==> config.mk <==
export PLATFORM = sky130hd
export DESIGN_NAME = chipset_top
export DESIGN_NICKNAME = d
export VERILOG_FILES = /design/src/rtl/chipset_pkg.sv /design/src/rtl/cs_addr_latch.sv /design/src/rtl/cs_page_decode.sv /design/src/rtl/cs_out_bank.sv /design/src/rtl/cs_in_mux.sv /design/src/rtl/chipset_top.sv
export SDC_FILE = /design/constraint.sdc
export NUM_CORES = 1
export LEC_CHECK = 0
export BUFFER_PORTS_ARGS = -buffer_cell sky130_fd_sc_hd__clkbuf_2
export CORE_UTILIZATION = 25
export DETAILED_ROUTE_END_ITERATION = 7
export GPL_ROUTABILITY_DRIVEN = 0
export HOLD_SLACK_MARGIN = 0.02
export PLACE_DENSITY = 0.54
export SLEW_MARGIN = 15
export SYNTH_ARGS = -nofsm -noshare
export SYNTH_HDL_FRONTEND = slang
export SYNTH_HIERARCHICAL = 1
export SYNTH_SLANG_ARGS = --single-unit
==> constraint.sdc <==
create_clock -name clk -period 3.3 [get_ports clk]
set_input_delay 0.495 -clock clk [delete_from_list [all_inputs] [get_ports clk]]
set_output_delay 0.495 -clock clk [all_outputs]
set_load 0.005 [all_outputs]
==> src/rtl/chipset_pkg.sv <==
package chipset_pkg;

    localparam int DW          = 8;
    localparam int DEF_NUM_OUT = 3;
    localparam int DEF_NUM_IN  = 3;

    localparam logic [7:0] PG_LCD    = 8'h20;
    localparam logic [7:0] PG_SER    = 8'h27;
    localparam logic [7:0] PG_OUT0   = 8'h21;
    localparam logic [7:0] PG_IN0    = 8'h22;
    localparam int         PG_STRIDE = 2;

    typedef enum logic [1:0] {
        ACC_IDLE = 2'd0,
        ACC_RD   = 2'd1,
        ACC_WR   = 2'd2,
        ACC_BAD  = 2'd3
    } acc_kind_e;

    typedef struct packed {
        logic [15:0] addr;
        acc_kind_e   kind;
    } bus_acc_t;

    function automatic acc_kind_e classify(input logic rd_n, input logic wr_n,
                                           input logic rst);
        if (rst)
            return ACC_IDLE;
        case ({rd_n, wr_n})
            2'b01:   return ACC_RD;
            2'b10:   return ACC_WR;
            2'b00:   return ACC_BAD;
            default: return ACC_IDLE;
        endcase
    endfunction

    function automatic logic [7:0] out_page(input int idx);
        return PG_OUT0 + 8'(PG_STRIDE * idx);
    endfunction

    function automatic logic [7:0] in_page(input int idx);
        return PG_IN0 + 8'(PG_STRIDE * idx);
    endfunction

endpackage

==> src/rtl/cs_addr_latch.sv <==
module cs_addr_latch #(
    parameter int AW = 8
) (
    input  logic          clk,
    input  logic          rst,
    input  logic          ale,
    input  logic [AW-1:0] ad_in,
    output logic [AW-1:0] lo_addr
);
    logic [AW-1:0] held_q;

    always_ff @(posedge clk) begin
        if (rst)
            held_q <= '0;
        else if (ale)
            held_q <= ad_in;
    end

    // transparent while the strobe is high, held afterwards
    assign lo_addr = ale ? ad_in : held_q;
endmodule

==> src/rtl/cs_page_decode.sv <==
module cs_page_decode
    import chipset_pkg::*;
#(
    parameter int NUM_OUT = DEF_NUM_OUT,
    parameter int NUM_IN  = DEF_NUM_IN
) (
    input  bus_acc_t            acc,
    output logic                sram_sel,
    output logic                ser_sel,
    output logic                lcd_sel,
    output logic [NUM_OUT-1:0]  out_wr,
    output logic [NUM_IN-1:0]   in_rd
);
    logic [7:0] hi;
    logic       live;

    assign hi       = acc.addr[15:8];
    assign live     = (acc.kind == ACC_RD) || (acc.kind == ACC_WR);
    assign sram_sel = live && acc.addr[15];
    assign ser_sel  = live && (hi == PG_SER);
    assign lcd_sel  = live && (hi == PG_LCD);

    for (genvar i = 0; i < NUM_OUT; i++) begin : g_out
        assign out_wr[i] = (acc.kind == ACC_WR) && (hi == out_page(i));
    end

    for (genvar j = 0; j < NUM_IN; j++) begin : g_in
        assign in_rd[j] = (acc.kind == ACC_RD) && (hi == in_page(j));
    end
endmodule

==> src/rtl/cs_out_bank.sv <==
module cs_out_bank #(
    parameter int NUM_OUT = 3,
    parameter int W       = 8
) (
    input  logic                 clk,
    input  logic                 rst,
    input  logic [NUM_OUT-1:0]   wr_sel,
    input  logic [W-1:0]         din,
    output logic [NUM_OUT*W-1:0] pins
);
    for (genvar i = 0; i < NUM_OUT; i++) begin : g_reg
        logic [W-1:0] q;
        always_ff @(posedge clk) begin
            if (rst)
                q <= '0;
            else if (wr_sel[i])
                q <= din;
        end
        assign pins[i*W +: W] = q;
    end
endmodule

==> src/rtl/cs_in_mux.sv <==
module cs_in_mux #(
    parameter int NUM_IN = 3,
    parameter int W      = 8
) (
    input  logic [NUM_IN-1:0]   rd_sel,
    input  logic [NUM_IN*W-1:0] pins,
    output logic [W-1:0]        dout,
    output logic                oe
);
    always_comb begin
        dout = '0;
        for (int i = 0; i < NUM_IN; i++) begin
            if (rd_sel[i])
                dout = dout | pins[i*W +: W];
        end
    end

    assign oe = |rd_sel;
endmodule

==> src/rtl/chipset_top.sv <==
module chipset_top
    import chipset_pkg::*;
#(
    parameter int NUM_OUT = DEF_NUM_OUT,
    parameter int NUM_IN  = DEF_NUM_IN
) (
    input  logic                  clk,
    input  logic                  rst,
    input  logic                  ale,
    input  logic [DW-1:0]         ad_in,
    output logic [DW-1:0]         ad_out,
    output logic                  ad_oe,
    input  logic [7:0]            a_hi,
    input  logic                  rd_n,
    input  logic                  wr_n,
    output logic                  sram_cs_n,
    output logic                  ser_cs_n,
    output logic                  lcd_rs,
    output logic                  lcd_rw,
    output logic                  lcd_en,
    output logic [NUM_OUT*DW-1:0] out_pins,
    input  logic [NUM_IN*DW-1:0]  in_pins
);
    logic [DW-1:0]      lo_addr;
    bus_acc_t           acc;
    logic               sram_sel, ser_sel, lcd_sel;
    logic [NUM_OUT-1:0] out_wr;
    logic [NUM_IN-1:0]  in_rd;

    cs_addr_latch #(.AW(DW)) u_latch (
        .clk     (clk),
        .rst     (rst),
        .ale     (ale),
        .ad_in   (ad_in),
        .lo_addr (lo_addr)
    );

    assign acc.addr = {a_hi, lo_addr};
    assign acc.kind = classify(rd_n, wr_n, rst);

    cs_page_decode #(.NUM_OUT(NUM_OUT), .NUM_IN(NUM_IN)) u_dec (
        .acc      (acc),
        .sram_sel (sram_sel),
        .ser_sel  (ser_sel),
        .lcd_sel  (lcd_sel),
        .out_wr   (out_wr),
        .in_rd    (in_rd)
    );

    cs_out_bank #(.NUM_OUT(NUM_OUT), .W(DW)) u_out (
        .clk    (clk),
        .rst    (rst),
        .wr_sel (out_wr),
        .din    (ad_in),
        .pins   (out_pins)
    );

    cs_in_mux #(.NUM_IN(NUM_IN), .W(DW)) u_in (
        .rd_sel (in_rd),
        .pins   (in_pins),
        .dout   (ad_out),
        .oe     (ad_oe)
    );

    assign sram_cs_n = ~sram_sel;
    assign ser_cs_n  = ~ser_sel;
    assign lcd_en    = lcd_sel;
    assign lcd_rs    = lo_addr[1];
    assign lcd_rw    = lo_addr[0];
endmodule

==> results of run 1 <==
-- layout make-up --
type                            instances  area [sq um]
Sequential cell                        26           520
Multi-Input combinational cell         82           623
Tap cell                               67          83.8
Timing Repair Buffer                   89           463
Fill cell                             535          3040
Inverter                               12          45.0
Clock buffer                            3          41.3
-- worst max path at each step --
stage               slack [ns]     from         to
finish                    0.78  a_hi[4]  ad_out[2]
global route              0.67  a_hi[7]  ad_out[6]
CTS                       0.77  a_hi[4]  ad_out[0]
detailed placement        0.76  a_hi[4]  ad_out[0]
global placement          0.77  a_hi[4]  ad_out[0]
floorplan                 1.06  a_hi[4]  ad_out[0]
-- worst max-delay path: stages --
cell and delay, ns:
clkbuf_2 0.07, or4b_1 0.69, nor4_1 0.29, buf_4 0.21
a222oi_1 0.10, inv_1 0.07, clkbuf_2 0.10
-- sequential cells by signal, indices dropped and copies added (netlist names) --
name and flops:
u_out/g.q 24, u_latch/held_q 2
-- routing by layer --
layer | global-route usage (%) | wire length (microns)
met1 | 14.6 | 1450
met2 | 22.9 | 1610
met3 | 2.61 | 331
met4 | 2.61 | 0
met5 | 0 | 0
-- power by group --
group	leakage [nW]	switching, mW	internal (mW)
sequential	0.210	0.000368	0.315
combinational	0.626	0.0294	0.0305
clock	0.0216	0.0903	0.0816
-- through the flow --
step                power (mW)  area, sq um
detailed placement       0.384         1740
finish                   0.547         1780
global placement         0.384         1740
CTS                      0.556         1780
global route             0.576         1780
floorplan                0.344         1270
==> metrics.md, run 1 <==
| Metric | Value |
|---|---|
| # Post-CTS Setup Buffers | `0` |
| H-tree depth | `1` |
| Outcome | `finished, final reports clean` |
| Critical Path AT | `2.02 ns` |
| First-pass GRT wire length | `~5200 microns` |
| Max Root-Sink Buffers | `2` |
| Routed WL | `roughly 3400 microns` |
| Die Y | `around 73 microns` |
| Drt first pass iters | `4` |
| Diodes inserted | `0` |
| Hold EP | `u_out/g_reg[2].q[7]$_SDFFE_PP0P_` |
| Critical Path RT | `approximately 2.8 ns` |
| Final-report max-slew violation count | `0` |
| PwrDens | `308 mW/mm^2` |
| Reg-to-Reg Start | `u_latch/held_q[1]$_SDFF_PP0_` |
| R2r setup slk | `around 2.5 ns` |
| Initial core utilization | `a little over a quarter` |
| Final hold slack | `slightly below 0.5 ns` |
| Post-route DRC violation count | `0` |
| Sum Neg Setup Slack | `0 ns` |
| Fmax | `397 MHz` |
| Total Nets Final | `about 260` |
| Die Wd | `73.3 microns` |
| Final min period | `~2.5 ns` |
| Synth Instances | `130` |
| Most frequent cells in the layout | `clkbuf_2 (82), nor2_1 (26), dfxtp_1 (26)` |
| Least-Margin Pin Slew | `approximately 0.32 ns` |
| Max-Cap Viols | `0` |
| Vias in the first global route | `approximately 1.1k` |
| WL/cell | `12.2 microns` |
| Die area | `0.00537 sq mm` |
| Place WS | `0.764 ns` |
| Net count after synthesis | `between 150 and 200` |
| Hold buffers post-CTS | `0` |
| Synthesized area per cell | `between 9 and 10 sq um` |
| Layout area overhead | `39.9%` |
| CTS Buf Count | `3` |
| Iter 0 DRT Violations | `between 50 and 60` |
| Fin worst setup slack | `between 0.7 and 0.8 ns` |
| Root Buffer | `clkbuf_8` |
| Largest net degree at the start of global routing | `27` |
| GRT Residual Overflow | `0` |
| Placed Instances | `~280` |
| CP Class | `in -> out` |
| Min-delay src | `u_out/g_reg[2].q[7]$_SDFFE_PP0P_` |
| Final Util | `between 30% and 40%` |
| Post-route insts no fill | `about 280` |
| # IOs | `83` |
| CP Capture Type | `output port` |
| Total track usage | `between 10 and 15%` |
| Hold depth | `2` |
| Cell Area, Synth | `~0.0013 sq mm` |
| P_leak | `around 0.86 nW` |
| Port Buffer Count | `82` |
| Post-cts sizing count | `0` |
| Via count | `1254` |
| Slew margin rel. | `between 70% and 80%` |
| Core region area | `approximately 0.0048 sq mm` |
| Final Hold Vio Count | `0` |
| Via density | `~4.5` |
| Startpoint Class | `primary input` |
| Period utilisation layout | `between 70% and 80%` |
| Initial antenna violation count | `0` |
| ANT nets after route | `0` |
| Layout cell share with drive strength beyond 1 | `between 40% and 50%` |
| Peak supply drop | `0.000244 V` |
| Ys Warns | `6` |
| Reg2Reg Depth | `2` |
| Most common cell after layout, fill and taps aside | `clkbuf_2` |
| Max Fanout on Critical Path | `9` |
| CTS sink count | `26` |
| CTS clock-pin slew for the worst setup and hold paths | `0.08 ns` |
| Clock latency on the worst-skew pair | `~0.26 ns` |
| Cell Rows | `25` |
| CTS tree | `done` |
| R2r endpoint | `u_latch/held_q[1]$_SDFF_PP0_` |
| Final setup fails | `0` |
| RSZ-0062 raised after global routing | `no` |
| Clock Skew | `0 ns` |
| Min-delay worst type | `reg -> reg` |
| Hpwl dp | `about 2600 microns` |
(Power assumes the default switching activity.)
==> run 2, diff against run 1 <==
- clock period: 3.3 -> 2.4 ns (I/O delays scaled with it)
==> metrics.md, run 2 (synthesis results as in run 1) <==
| Metric | Value |
|---|---|
| Hold buffers post-CTS | `0` |
| Via count | `1238` |
| Largest net degree at the start of global routing | `27` |
| Most frequent cells in the layout | `clkbuf_2 (82), nor2_1 (26), dfxtp_1 (26)` |
| Critical Path AT | `~1.8 ns` |
| FF+latch area | `about 520 sq um` |
| Critical path endpoint | `ad_out[6]` |
| Multi-input gate area | `approximately 620 sq um` |
| Outcome | `finished, final reports clean` |
| Total track usage | `around an eighth` |
| CTS tree | `done` |
| R2r setup slk | `1.59 ns` |
| GRT Residual Overflow | `0` |
| First-pass GRT wire length | `~5500 microns` |
| Final Hold Vio Count | `0` |
| Period utilisation layout | `around nine tenths` |
| WL/cell | `12.5 microns` |
| Reg-to-Reg Start | `u_latch/held_q[1]$_SDFF_PP0_` |
| H-tree depth | `1` |
| Via density | `4.41` |
| # IOs | `slightly above 80` |
| Final min period | `approximately 2.2 ns` |
| CP Buf/Inv Count | `4` |
| P_leak | `between 0.8 and 0.9 nW` |
| CP Capture Type | `output port` |
| Slew margin rel. | `77.2%` |
| Critical Path RT | `2.04 ns` |
| Largest register FFs | `24` |
| CP Class | `in -> out` |
| Layout area overhead | `41.6%` |
| R2r endpoint | `u_latch/held_q[1]$_SDFF_PP0_` |
| Reg2Reg Depth | `2` |
| CP top delay family | `simple AND/OR/NAND/NOR gates` |
| Clock Skew | `0 ns` |
| Fmax | `around 460 MHz` |
| Layout cell share with drive strength beyond 1 | `between 40% and 50%` |
| ANT nets after route | `0` |
| PwrDens | `approximately 440 mW/mm^2` |
| Top reg by flops | `u_out/g.q` |
| Most common cell after layout, fill and taps aside | `clkbuf_2` |
| Crit path from | `a_hi[4]` |
| Sum Neg Setup Slack | `0 ns` |
| CTS sink count | `26` |
| RSZ-0062 raised after global routing | `no` |
| Drt first pass iters | `4` |
| Final setup fails | `0` |
| Cell Rows | `25` |
| Biggest regs | `u_out/g.q (24), u_latch/held_q (2)` |
| Initial antenna violation count | `0` |
| Min-delay worst type | `in -> reg` |
| CTS Buf Count | `3` |
| Post-route DRC violation count | `0` |
| Routed WL | `3510 microns` |
| Hpwl dp | `approximately 2700 microns` |
| Critical-path cell list | `clkbuf_2 > or4b_1 > nor4_1 > buf_4 > a222oi_1 > inv_1 > clkbuf_2` |
| Vias in the first global route | `1146` |
| Initial core utilization | `between 20% and 30%` |
| Final hold slack | `0.361 ns` |
| CTS clock-pin slew for the worst setup and hold paths | `0.09 ns` |
| Iter 0 DRT Violations | `32` |
| # Post-CTS Setup Buffers | `0` |
| Max Root-Sink Buffers | `2` |
| Startpoint Class | `primary input` |
| Clock latency on the worst-skew pair | `about 0.26 ns` |
| Post-cts sizing count | `0` |
| Port Buffer Count | `around 80` |
| Die Y | `about 73 microns` |
| Max-Cap Viols | `0` |
| Diodes inserted | `0` |
| Root Buffer | `clkbuf_8` |
| Least-Margin Pin Slew | `0.342 ns` |
| Total Nets Final | `262` |
| Filler cells | `between 500 and 600` |
| Die Wd | `between 70 and 80 microns` |
| Core region area | `0.00482 sq mm` |
| Max Fanout on Critical Path | `9` |
| Peak supply drop | `~0.00034 V` |
| CP most frequent cell | `clkbuf_2` |
| Critical path's largest stage delay | `a little over 0.6 ns` |
| Crit path depth | `7` |
| Final-report max-slew violation count | `0` |
| Die area | `about 0.0054 sq mm` |
| CP max stage cell | `or4b_1` |
## run 2: changes by cell type in the layout (fill, tap and decap cells not counted), sizes merged
cell    delta
buf        +1
clkbuf     +1
## run 2: report_power, final
part           total, mW  switching (mW)  internal, mW
sequential         0.434        0.000579         0.433
combinational     0.0840          0.0415        0.0425
clock              0.273           0.127         0.146
## run 2: metrics by stage
stage                     area, sq um  worst slack [ns]  utilization (%)  power [mW]  instances
after floorplan                  1270             0.426                -       0.473        130
after global placement           1740             0.235             36.2       0.529        277
after detailed placement         1740             0.231             36.2       0.528        277
after CTS                        1800             0.230             37.3       0.805        281
after global routing             1800            0.0299             37.3       0.828        281
final                            1800             0.238             37.3       0.791        281
## run 2: area by class of cell
type | count | share of cell area [%]
clock buffers | 4 | 3.06
multi-input cells | 82 | 34.7
repair buffers | 90 | 26.2
inverters | 12 | 2.51
well taps | 67 | 4.66
flip-flops and latches | 26 | 28.9
## run 2: worst register-to-register path: stages (launching register included)
cell and delay [ns]:
dfxtp_1 0.31, mux2_4 0.26, nor2b_1 0.13
## run 2: metal layers
layer	vias to the layer above	GRT usage, %	part of all wire (%)
met4	0	2.61	0.11
met3	2	3.02	11
li1	616	-	-
met1	548	15.5	42
met5	-	0	0
met2	72	24.1	47
## run 2: worst min-delay path by stage
stage,start,endpoint,slack (ns),cells past startpoint
3_3_place_gp,u_out/g_reg[1].q[1]$_SDFFE_PP0P_,u_out/g_reg[1].q[1]$_SDFFE_PP0P_,0.47,2
6_report,ad_in[2],u_out/g_reg[1].q[2]$_SDFFE_PP0P_,0.36,3
4_1_cts,ad_in[2],u_out/g_reg[1].q[2]$_SDFFE_PP0P_,0.36,3
5_1_grt,ad_in[4],u_out/g_reg[0].q[4]$_SDFFE_PP0P_,0.36,3
2_1_floorplan,rst,u_latch/held_q[0]$_SDFF_PP0_,0.43,1
3_5_place_dp,u_out/g_reg[1].q[6]$_SDFFE_PP0P_,u_out/g_reg[1].q[6]$_SDFFE_PP0P_,0.48,2
